`config.mk`:
```
export PLATFORM = sky130hd
export DESIGN_NAME = msgint_vector_ctrl
export DESIGN_NICKNAME = d
export VERILOG_FILES = /design/src/rtl/msgint_pkg.sv /design/src/rtl/msgint_table.sv /design/src/rtl/msgint_pend.sv /design/src/rtl/msgint_arb.sv /design/src/rtl/msgint_vector_ctrl.sv
export SDC_FILE = /design/constraint.sdc
export NUM_CORES = 2
export LEC_CHECK = 0
export ABC_CLOCK_PERIOD_IN_PS = 3200
export BUFFER_PORTS_ARGS = -buffer_cell sky130_fd_sc_hd__buf_2
export CAP_MARGIN = 20
export CORE_ASPECT_RATIO = 1.2
export CORE_MARGIN = 2
export CORE_UTILIZATION = 30
export DETAILED_ROUTE_END_ITERATION = 12
export SLEW_MARGIN = 25
export SYNTH_ARGS = -nofsm -noshare
export SYNTH_HDL_FRONTEND = slang
export SYNTH_SLANG_ARGS = --single-unit
export TNS_END_PERCENT = 5
```
`constraint.sdc`:
```
create_clock -name clk -period 3.2 [get_ports clk]
set_input_delay 0.64 -clock clk [delete_from_list [all_inputs] [get_ports clk]]
set_output_delay 0.64 -clock clk [all_outputs]
set_load 0.05 [all_outputs]
```
`src/rtl/msgint_pkg.sv`:
```
`timescale 1ns/1ps
package msgint_pkg;

  localparam int unsigned DWORDS_PER_VEC = 4;
  localparam int unsigned DW_VCTL        = 3;
  localparam int unsigned BITS_PER_PWORD = 64;

  // byte offset -> vector slot (16 bytes per slot)
  function automatic logic [31:0] slot_of(input logic [31:0] off);
    return off >> 4;
  endfunction

  // byte offset -> dword within slot
  function automatic logic [1:0] dword_of(input logic [31:0] off);
    return off[3:2];
  endfunction

  // byte offset -> 8-byte pending word
  function automatic logic [31:0] pword_of(input logic [31:0] off);
    return off >> 3;
  endfunction

  function automatic logic len_legal(input logic [3:0] len);
    return (len == 4'd4) || (len == 4'd8);
  endfunction

  // 8-byte accesses must start on an 8-byte boundary
  function automatic logic align_legal(input logic [3:0] len, input logic [31:0] off);
    return (len == 4'd4) || !off[2];
  endfunction

  function automatic logic [15:0] ctl_word(input logic en, input logic fmask,
                                           input int unsigned nvec);
    logic [10:0] sz;
    sz = 11'(nvec - 1);
    return {en, fmask, 3'b000, sz};
  endfunction

endpackage

```
`src/rtl/msgint_table.sv`:
```
`timescale 1ns/1ps
module msgint_table
  import msgint_pkg::*;
#(
  parameter int NUM_VEC = 8,
  parameter int ADDR_W  = 12,
  localparam int VEC_W  = (NUM_VEC > 1) ? $clog2(NUM_VEC) : 1,
  localparam int PWORDS = (NUM_VEC + 63) / 64
) (
  input  logic              clk,
  input  logic              rst_n,
  input  logic              bus_valid,
  input  logic              bus_write,
  input  logic              bus_pba,
  input  logic [ADDR_W-1:0] bus_addr,
  input  logic [3:0]        bus_len,
  input  logic [63:0]       bus_wdata,
  output logic              bus_rvalid,
  output logic [63:0]       bus_rdata,
  input  logic [NUM_VEC-1:0] pend,
  input  logic [VEC_W-1:0]  sel_vec,
  output logic [63:0]       sel_addr,
  output logic [31:0]       sel_data,
  output logic [NUM_VEC-1:0] emask,
  output logic [NUM_VEC-1:0] ent_unmask
);

  logic [31:0] ent_q [NUM_VEC][DWORDS_PER_VEC];

  logic [31:0] off;
  logic [31:0] slot;
  logic [31:0] pword;
  logic [1:0]  dsel;
  logic        len8;
  logic        tbl_ok;
  logic        pba_ok;
  logic        wr_tbl;
  logic [VEC_W-1:0] eidx;
  logic [DWORDS_PER_VEC-1:0] lane_we;
  logic [31:0] lane_dat [DWORDS_PER_VEC];
  logic [PWORDS*BITS_PER_PWORD-1:0] pend_pad;
  logic [63:0] rd_word;

  assign off    = 32'(bus_addr);
  assign slot   = slot_of(off);
  assign pword  = pword_of(off);
  assign dsel   = dword_of(off);
  assign len8   = (bus_len == 4'd8);
  assign tbl_ok = len_legal(bus_len) && align_legal(bus_len, off) && (slot < 32'(NUM_VEC));
  assign pba_ok = len_legal(bus_len) && align_legal(bus_len, off) && (pword < 32'(PWORDS));
  assign eidx   = VEC_W'(slot);
  assign wr_tbl = bus_valid && bus_write && !bus_pba && tbl_ok;
  assign pend_pad = (PWORDS*BITS_PER_PWORD)'(pend);

  // lane decode: dword dsel always, dsel+1 as well for 8-byte access
  always_comb begin
    for (int dw = 0; dw < int'(DWORDS_PER_VEC); dw++) begin
      lane_we[dw]  = (2'(dw) == dsel) || (len8 && (2'(dw) == (dsel | 2'b01)));
      lane_dat[dw] = (len8 && dw[0]) ? bus_wdata[63:32] : bus_wdata[31:0];
    end
  end

  always_ff @(posedge clk or negedge rst_n) begin
    if (!rst_n) begin
      for (int e = 0; e < NUM_VEC; e++)
        for (int dw = 0; dw < int'(DWORDS_PER_VEC); dw++)
          ent_q[e][dw] <= (dw == int'(DW_VCTL)) ? 32'd1 : 32'd0;
    end else if (wr_tbl) begin
      for (int dw = 0; dw < int'(DWORDS_PER_VEC); dw++)
        if (lane_we[dw]) ent_q[eidx][dw] <= lane_dat[dw];
    end
  end

  always_comb begin
    for (int e = 0; e < NUM_VEC; e++) begin
      emask[e]      = ent_q[e][DW_VCTL][0];
      ent_unmask[e] = wr_tbl && (eidx == VEC_W'(e)) && lane_we[DW_VCTL]
                      && ent_q[e][DW_VCTL][0] && !lane_dat[DW_VCTL][0];
    end
  end

  always_comb begin
    logic [63:0] pw;
    rd_word = '0;
    pw      = '0;
    if (!bus_pba) begin
      if (tbl_ok) begin
        if (len8) rd_word = {ent_q[eidx][dsel | 2'b01], ent_q[eidx][dsel]};
        else      rd_word = {32'd0, ent_q[eidx][dsel]};
      end
    end else if (pba_ok) begin
      pw = pend_pad[pword*BITS_PER_PWORD +: 64];
      if (len8)        rd_word = pw;
      else if (off[2]) rd_word = {32'd0, pw[63:32]};
      else             rd_word = {32'd0, pw[31:0]};
    end
  end

  always_ff @(posedge clk or negedge rst_n) begin
    if (!rst_n) begin
      bus_rvalid <= 1'b0;
      bus_rdata  <= '0;
    end else begin
      bus_rvalid <= bus_valid && !bus_write;
      if (bus_valid && !bus_write) bus_rdata <= rd_word;
    end
  end

  assign sel_addr = {ent_q[sel_vec][1], ent_q[sel_vec][0]};
  assign sel_data = ent_q[sel_vec][2];

endmodule

```
`src/rtl/msgint_pend.sv`:
```
`timescale 1ns/1ps
module msgint_pend #(
  parameter int NUM_VEC = 8
) (
  input  logic               clk,
  input  logic               rst_n,
  input  logic [NUM_VEC-1:0] irq_req,
  input  logic               en,
  input  logic               fmask,
  input  logic [NUM_VEC-1:0] emask,
  input  logic               fn_unmask,
  input  logic [NUM_VEC-1:0] ent_unmask,
  input  logic [NUM_VEC-1:0] accept,
  output logic [NUM_VEC-1:0] pend,
  output logic [NUM_VEC-1:0] arm
);

  for (genvar v = 0; v < NUM_VEC; v++) begin : g_vec
    logic masked;
    logic pend_n;
    logic arm_n;

    assign masked = fmask || emask[v];

    always_comb begin
      pend_n = pend[v];
      arm_n  = arm[v];
      if (accept[v]) begin
        pend_n = 1'b0;
        arm_n  = 1'b0;
      end
      // due but masked again: fall back to pending
      if (arm[v] && masked) begin
        arm_n  = 1'b0;
        pend_n = 1'b1;
      end
      if (en && irq_req[v]) begin
        if (masked) pend_n = 1'b1;
        else        arm_n  = 1'b1;
      end
      if (fn_unmask && !emask[v] && pend_n) arm_n = 1'b1;
      if (ent_unmask[v] && !fmask && pend_n) arm_n = 1'b1;
    end

    always_ff @(posedge clk or negedge rst_n) begin
      if (!rst_n) begin
        pend[v] <= 1'b0;
        arm[v]  <= 1'b0;
      end else begin
        pend[v] <= pend_n;
        arm[v]  <= arm_n;
      end
    end
  end

endmodule

```
`src/rtl/msgint_arb.sv`:
```
`timescale 1ns/1ps
module msgint_arb #(
  parameter int NUM_VEC = 8,
  localparam int VEC_W  = (NUM_VEC > 1) ? $clog2(NUM_VEC) : 1
) (
  input  logic [NUM_VEC-1:0] req,
  output logic [NUM_VEC-1:0] grant,
  output logic [VEC_W-1:0]   gvec,
  output logic               any
);

  assign any   = |req;
  assign grant = req & (~req + NUM_VEC'(1));

  always_comb begin
    gvec = '0;
    for (int v = NUM_VEC - 1; v >= 0; v--)
      if (req[v]) gvec = VEC_W'(v);
  end

endmodule

```
`src/rtl/msgint_vector_ctrl.sv`:
```
`timescale 1ns/1ps
module msgint_vector_ctrl
  import msgint_pkg::*;
#(
  parameter int NUM_VEC = 8,
  parameter int ADDR_W  = 12,
  localparam int VEC_W  = (NUM_VEC > 1) ? $clog2(NUM_VEC) : 1
) (
  input  logic               clk,
  input  logic               rst_n,
  input  logic               bus_valid,
  input  logic               bus_write,
  input  logic               bus_pba,
  input  logic [ADDR_W-1:0]  bus_addr,
  input  logic [3:0]         bus_len,
  input  logic [63:0]        bus_wdata,
  output logic               bus_rvalid,
  output logic [63:0]        bus_rdata,
  input  logic               ctl_we,
  input  logic [15:0]        ctl_wdata,
  output logic [15:0]        ctl_rdata,
  input  logic [NUM_VEC-1:0] irq_req,
  output logic               msg_valid,
  input  logic               msg_ready,
  output logic [63:0]        msg_addr,
  output logic [31:0]        msg_data,
  output logic [VEC_W-1:0]   msg_vec
);

  logic               en_q;
  logic               fmask_q;
  logic               fn_unmask;
  logic [NUM_VEC-1:0] emask;
  logic [NUM_VEC-1:0] ent_unmask;
  logic [NUM_VEC-1:0] pend;
  logic [NUM_VEC-1:0] arm;
  logic [NUM_VEC-1:0] sendable;
  logic [NUM_VEC-1:0] grant;
  logic [NUM_VEC-1:0] accept;
  logic               any_due;

  // control word: only enable and function mask are writable
  always_ff @(posedge clk or negedge rst_n) begin
    if (!rst_n) begin
      en_q    <= 1'b0;
      fmask_q <= 1'b0;
    end else if (ctl_we) begin
      en_q    <= ctl_wdata[15];
      fmask_q <= ctl_wdata[14];
    end
  end

  assign fn_unmask = ctl_we && fmask_q && !ctl_wdata[14];
  assign ctl_rdata = ctl_word(en_q, fmask_q, NUM_VEC);

  msgint_table #(.NUM_VEC(NUM_VEC), .ADDR_W(ADDR_W)) table_i (
    .clk(clk), .rst_n(rst_n),
    .bus_valid(bus_valid), .bus_write(bus_write), .bus_pba(bus_pba),
    .bus_addr(bus_addr), .bus_len(bus_len), .bus_wdata(bus_wdata),
    .bus_rvalid(bus_rvalid), .bus_rdata(bus_rdata),
    .pend(pend), .sel_vec(msg_vec),
    .sel_addr(msg_addr), .sel_data(msg_data),
    .emask(emask), .ent_unmask(ent_unmask)
  );

  msgint_pend #(.NUM_VEC(NUM_VEC)) pend_i (
    .clk(clk), .rst_n(rst_n),
    .irq_req(irq_req), .en(en_q), .fmask(fmask_q), .emask(emask),
    .fn_unmask(fn_unmask), .ent_unmask(ent_unmask), .accept(accept),
    .pend(pend), .arm(arm)
  );

  assign sendable = arm & ~emask & {NUM_VEC{!fmask_q}};

  msgint_arb #(.NUM_VEC(NUM_VEC)) arb_i (
    .req(sendable), .grant(grant), .gvec(msg_vec), .any(any_due)
  );

  assign msg_valid = en_q && any_due;
  assign accept    = grant & {NUM_VEC{msg_valid && msg_ready}};

endmodule

```
* After elaboration in Yosys (flattened, before gate mapping)
Index checks and enable logic that the tools add are counted. W data, S select, Z words.
Storage, ports and cells: register bits after elaboration 1107, latch bits 0, bits in writable memories 0, bits in read-only memories 0, input port bits 111, output and inout bits 181, word-level logic and storage cells 336, memories kept 0
Operators by class: add/subtract/negate cells 1, multipliers 0, divide/modulo/power cells 0, magnitude comparators 7, equal/unequal tests 12, shift operators 1, multiplexer cells 126, bitwise gates (word level) 11, reduce and logical (&&, ||, !) cells 126
Operator list (number):
- $mux W1024 | 7
- $bwmux W1024 | 4
- $demux W128 S3 | 4
- $bmux W128 S3 | 2
- $mux W128 | 5
- $mux W64 | 6
- $mux W32 | 7
- $bmux W32 S2 | 2
- $mux W96 | 1
- $logic_and A1 B1 Y1 | 95
- $mux W1 | 80
- $shiftx A64 B16 Y64 | 1
- $and A8 B8 Y8 | 4
- $mux W3 | 8
- $not A8 Y8 | 2
- $logic_not A1 Y1 | 14
- $logic_or A1 B1 Y1 | 13
- $eq A3 B3 Y1 const B | 4
- $lt A9 B1 Y1 const B | 1
- $add A8 B1 Y8 const B | 1
- $ge A4 B4 Y1 const B | 2
- $lt A8 B4 Y1 const B | 1
- $not A3 Y4 | 2
- $reduce_or A8 Y1 | 1
- other kinds (12) | 17

* Longest topological paths before layout
depth after elaboration 16, depth in mapped cells 11, mapped depth without buffers 7

* Modules after synthesis
Synthesis repeated with hierarchy kept, for this count alone.
Unflattened totals: cell total of the unflattened synthesis 4778, area, all modules 55570.8 um2
Modules (own cells, without submodules):
- msgint_table | instances 1, cells an instance 4600, area each 54044.3 um2, sequential area each 27261.1 um2
- msgint_pend | instances 1, cells an instance 114, area each 1029.7 um2, sequential area each 400.4 um2
- msgint_vector_ctrl | instances 1, cells an instance 41, area each 357.8 um2, sequential area each 50.0 um2
- msgint_arb | instances 1, cells an instance 23, area each 138.9 um2, sequential area each 0.0 um2

* Worst setup path after synthesis
OpenSTA, ideal clock, no wires.
path type register to output, start point register table_i.ent_q, in the netlist table_i.emask[6], end point output port msg_addr[22], data arrival time 2.838 ns, required time 2.560 ns, setup slack -0.278 ns, stages on the path, launching flop included 8, buffers on the path 2, cells stage by stage dfstp_2 > nor2b_1 > o21ai_1 > a21oi_1 > o41ai_1 > clkbuf_1 > clkbuf_1 > a32o_1
Between the ends: longest elaborated chain between the ends 14
Ends and longest elaborated chain:
- start: declaration | RTL line msgint_table.sv:28 | logic [31:0] ent_q [NUM_VEC][DWORDS_PER_VEC];
- start signal: indexed assignment | RTL line msgint_table.sv:67 | ent_q[e][dw] <= (dw == int'(DW_VCTL)) ? 32'd1 : 32'd0;
- start signal: indexed assignment | RTL line msgint_table.sv:70 | if (lane_we[dw]) ent_q[eidx][dw] <= lane_dat[dw];
- $not A8 Y8 | RTL line msgint_vector_ctrl.sv:73 | assign sendable = arm & ~emask & {NUM_VEC{!fmask_q}};
- $and A8 B8 Y8 (2 in a row) | RTL line msgint_vector_ctrl.sv:73
- $mux W3 (7 in a row) | RTL line msgint_arb.sv:18 | if (req[v]) gvec = VEC_W'(v);
- named net msg_vec[0] | RTL line msgint_vector_ctrl.sv:27 | output logic [VEC_W-1:0] msg_vec
- $not A3 Y4 (not written as such) | RTL line msgint_table.sv:109 | assign sel_addr = {ent_q[sel_vec][1], ent_q[sel_vec][0]};
- $bmux W128 S3 | RTL line msgint_table.sv:109
- $mux W128 (2 in a row)
- end: declaration | RTL line msgint_vector_ctrl.sv:25 | output logic [63:0] msg_addr,
The timed path passes the listed nets, and every way through them passes these cells. The select of a mux whose other input is x is not followed.

* Worst setup path in the final report
start point register table_i.ent_q, in the netlist table_i.emask[6], end point output port msg_addr[29]
Between the ends: longest elaborated chain between the ends 14
Ends and longest elaborated chain (RTL line):
- $not A8 Y8 | msgint_vector_ctrl.sv:73
- $and A8 B8 Y8 (2 in a row) | msgint_vector_ctrl.sv:73
- $mux W3 (7 in a row) | msgint_arb.sv:18
- $not A3 Y4 (not written as such) | msgint_table.sv:109
- $bmux W128 S3 | msgint_table.sv:109
- $mux W128 (2 in a row)
Every way passes these cells. The select of a mux whose other input is x is not followed.

==> flow_metrics.tcl <==
set metrics [dict create \
    finalCritPeriodShare 1.20 \
    die_height_um 478 \
    wire_per_inst_um 27.6 \
    ys_types 74 \
    dr_wl_met2_um 102000 \
    p_leak_nw 31.7 \
    initial_core_util 0.302 \
    ant_nets 0 \
    rows 173 \
    vias 49700 \
    intPower_w 0.0259 \
    antenna_found_initial 18 \
    cpPeakStageDelay_ps 530 \
    pwr-share-comb 0.265 \
    core_area_um2 186000 \
    io_pins 292 \
    pwr-share-seq 0.368 \
    cts.sinks 1107 \
    wl_um 237000 \
    cp_common_cell "buf_12" \
    slew_headroom 0.293 \
    multi_input_area_um2 26500 \
    period_minus_slack_ps 3830 \
    clockBufferDepth 3 \
    fmaxAchievable_ghz 0.261 \
    cts_root_buffer "clkbuf_16" \
    syn_area_um2 56200 \
    synth-async-reset-ratio 1.00 \
    synthFlopType "dfrtp_1" \
    finClkSkew_ps 54.5 \
    final_nets 6152 \
    cts_tree "done" \
    crit_path_start_kind "flip-flop" \
    gp_congestion 0.902 \
    avgSynthCellArea_um2 9.83 \
    status "complete, but fails checks" \
    via_per_inst 5.79 \
    end_kind "output pin" \
    seq_area_um2 27700 \
    layout-drive-gt1-share 0.282 \
    slew_violations 0 \
    cp_max_fo 5 \
    dr_wl_met3_um 28600 \
    violations "setup timing" \
    wirelength_met1_um 94500 \
    path_cells "nor2b_2 > buf_6 > o21ai_2 > a21oi_2 > o41ai_2 > buf_4 > buf_12 > buf_12 > buf_12 > clkbuf_16 > a32o_2 > buf_12" \
    switching_share 0.326 \
    rsz0062_at_grt "true" \
    grt_use_total 0.238 \
    die_x_um 399 \
    grt_max_degree 101 \
    critPathKind "flip-flop to output pin" \
    grt_pass1_wl_um 337000 \
    hp-class "input pin to flip-flop" \
    fin_util 0.375 \
    port_buffers 261 \
    synth_enable_flop_cells 0 \
    tns_ps -52320 \
    setup_slack_ps -634 \
    p_sw_w 0.0125 \
    die_area_um2 191000 \
    drtPass1Iterations 6 \
    syn2layout_area_growth_pct 24.1 \
    synth_seq_area_share 0.493 \
    setup_viol 99 \
    crit_slowest_cell "dfstp_2" \
    synth_cells 5712 \
    cts_buffers 113 \
    arrival_ps 3190 \
    maxCapViolations 0 \
    ir_worst_vdd_uv 448 \
    required_ps 2560 \
    cts_max_level 3 \
    whs_ps 132 \
    power_density_nw_per_um2 551 \
    drt_iter0_drc 6941 \
    first_global_vias 47400 \
    yosysWarnings 0 \
    top_layer_used "met5" \
    p_clk_frac 0.367 \
    hold_viol_final 0 \
    path_clk_slew_ps 60 \
    ys_ff_latch 1107 \
    clk_latency_ps 770 \
    worst_pin_slew_ps 1050 \
    nFillCells 18300 \
    route.detailed.drc 0 \
    overflow 0 \
    dp_hpwl_um 156000 \
]
## what timing repair did
action                                 4_1_cts  5_1_grt
gates cloned                                 2       11
setup buffers                                7       11
pin swaps                                   17       66
resized for setup                          121       99
setup endpoints to repair                  100       99
hold buffers                                 1        0
endpoints found under the hold margin       34        0
## synth_stat cells, drive strengths merged, types with 5 or more instances
library cell | n | share of area
o221ai | 19 | 0.0030
dfstp | 8 | 0.0037
a211oi | 14 | 0.0019
nor2b | 15 | 0.0017
and2 | 22 | 0.0025
o22a | 7 | 0.0011
mux2 | 592 | 0.12
o22ai | 29 | 0.0032
o211ai | 16 | 0.0021
dfrtp | 1099 | 0.49
nor2 | 368 | 0.025
o21a | 6 | 0.00080
nand2b | 9 | 0.0010
o21ai | 363 | 0.032
a211o | 6 | 0.00094
nand4 | 8 | 0.00089
nor3 | 9 | 0.0016
inv | 9 | 0.00060
o2bb2ai | 7 | 0.0011
mux2i | 127 | 0.023
a221o | 19 | 0.0034
nand3 | 301 | 0.027
a221oi | 114 | 0.018
a22oi | 82 | 0.011
mux4 | 68 | 0.027
o2111ai | 9 | 0.0014
nand2 | 1197 | 0.080
o32ai | 5 | 0.00078
a31oi | 107 | 0.012
a21oi | 340 | 0.030
a32o | 96 | 0.017
clkbuf | 331 | 0.022
buf | 221 | 0.022
a22o | 27 | 0.0042
## per-stage QoR
stage	std cells	power, W	cell area [um^2]	worst slack, ps
2_1_floorplan	5724	0.0186	56200	17.0
3_3_place_gp	8348	0.0234	64800	-55.7
3_5_place_dp	8348	0.0234	64800	-39.2
4_1_cts	8561	0.0377	69000	-689
5_1_grt	8582	0.0394	69700	-715
6_report	8587	0.0384	69700	-634
## path summary, 6_finish.rpt
| kind | to | start | cells past startpoint | slack [ps] |
|---|---|---|---|---|
| min in group asynchronous | table_i.ent_q[900]$_DFFE_PN0P_ | rst_n | 2 | 460 |
| max | msg_addr[29] | table_i.emask[6]$_DFFE_PN1P_ | 12 | -630 |
| max in group asynchronous | table_i.ent_q[374]$_DFFE_PN0P_ | rst_n | 4 | 1700 |
| min | fmask_q$_DFFE_PN0P_ | ctl_wdata[14] | 3 | 130 |
| max reg2reg | table_i.bus_rdata[10]$_DFFE_PN0P_ | table_i.ent_q[714]$_DFFE_PN0P_ | 6 | 900 |
| min reg2reg | table_i.ent_q[386]$_DFFE_PN0P_ | table_i.ent_q[386]$_DFFE_PN0P_ | 2 | 480 |
## kinds of logic after synthesis
logic type             Yosys count  share of synthesized area
AO/OA/AOI/OAI                 1298                      0.150
buffers and inverters          562                     0.0444
flip-flops                    1107                      0.493
multiplexers                   787                      0.169
other                            2                   0.000134
AND/OR/NAND/NOR               1956                      0.144
## power groups by stage
stage	clock, W	sequential [W]	combinational (W)
global placement	0	0.0144	0.00901
floorplan	0	0.0143	0.00422
detailed placement	0	0.0144	0.00902
finish	0.0141	0.0141	0.0102
CTS	0.0142	0.0141	0.00940
global route	0.0148	0.0141	0.0105
## critical path: cells and delay by family (launching register included)
| kind | cells | cell delay (ps) |
|---|---|---|
| AO/OA/AOI/OAI | 4 | 770 |
| buffers and inverters | 7 | 1090 |
| flip-flops | 1 | 530 |
| AND/OR/NAND/NOR | 1 | 50 |
## flip-flops by register name (all words and copies together), names as in the netlist
| register | flops |
|---|---|
| table_i.bus_rvalid | 1 |
| table_i.bus_rdata | 64 |
| pend_i.pend | 8 |
| en_q | 1 |
| table_i.emask | 8 |
| table_i.ent_q | 1016 |
| pend_i.arm | 8 |
| fmask_q | 1 |
## routing by layer
metal	vias up	track usage
li1	21000	-
met1	25100	0.323
met2	3102	0.353
met3	595	0.0676
met4	10	0.104
met5	-	0
## cell type report
cell class	count	area share
well taps	2450	0.0440
clock inverters	42	0.00791
clock buffers	161	0.0475
repair buffers	754	0.123
multi-input cells	4055	0.379
inverters	10	0.000843
flip-flops and latches	1107	0.397
diodes	8	0.000287
## layout by cell type (no fill, tap or decap), types with 156 or more instances in the layout
cell type  count
nor2_1       353
dfrtp_1     1099
buf_12       209
o21ai_0      362
buf_4        314
mux2_2       539
nand2_1     1185
buf_2        156
a21oi_1      339
nand3_1      301
Power figures use the tool's default switching activity.
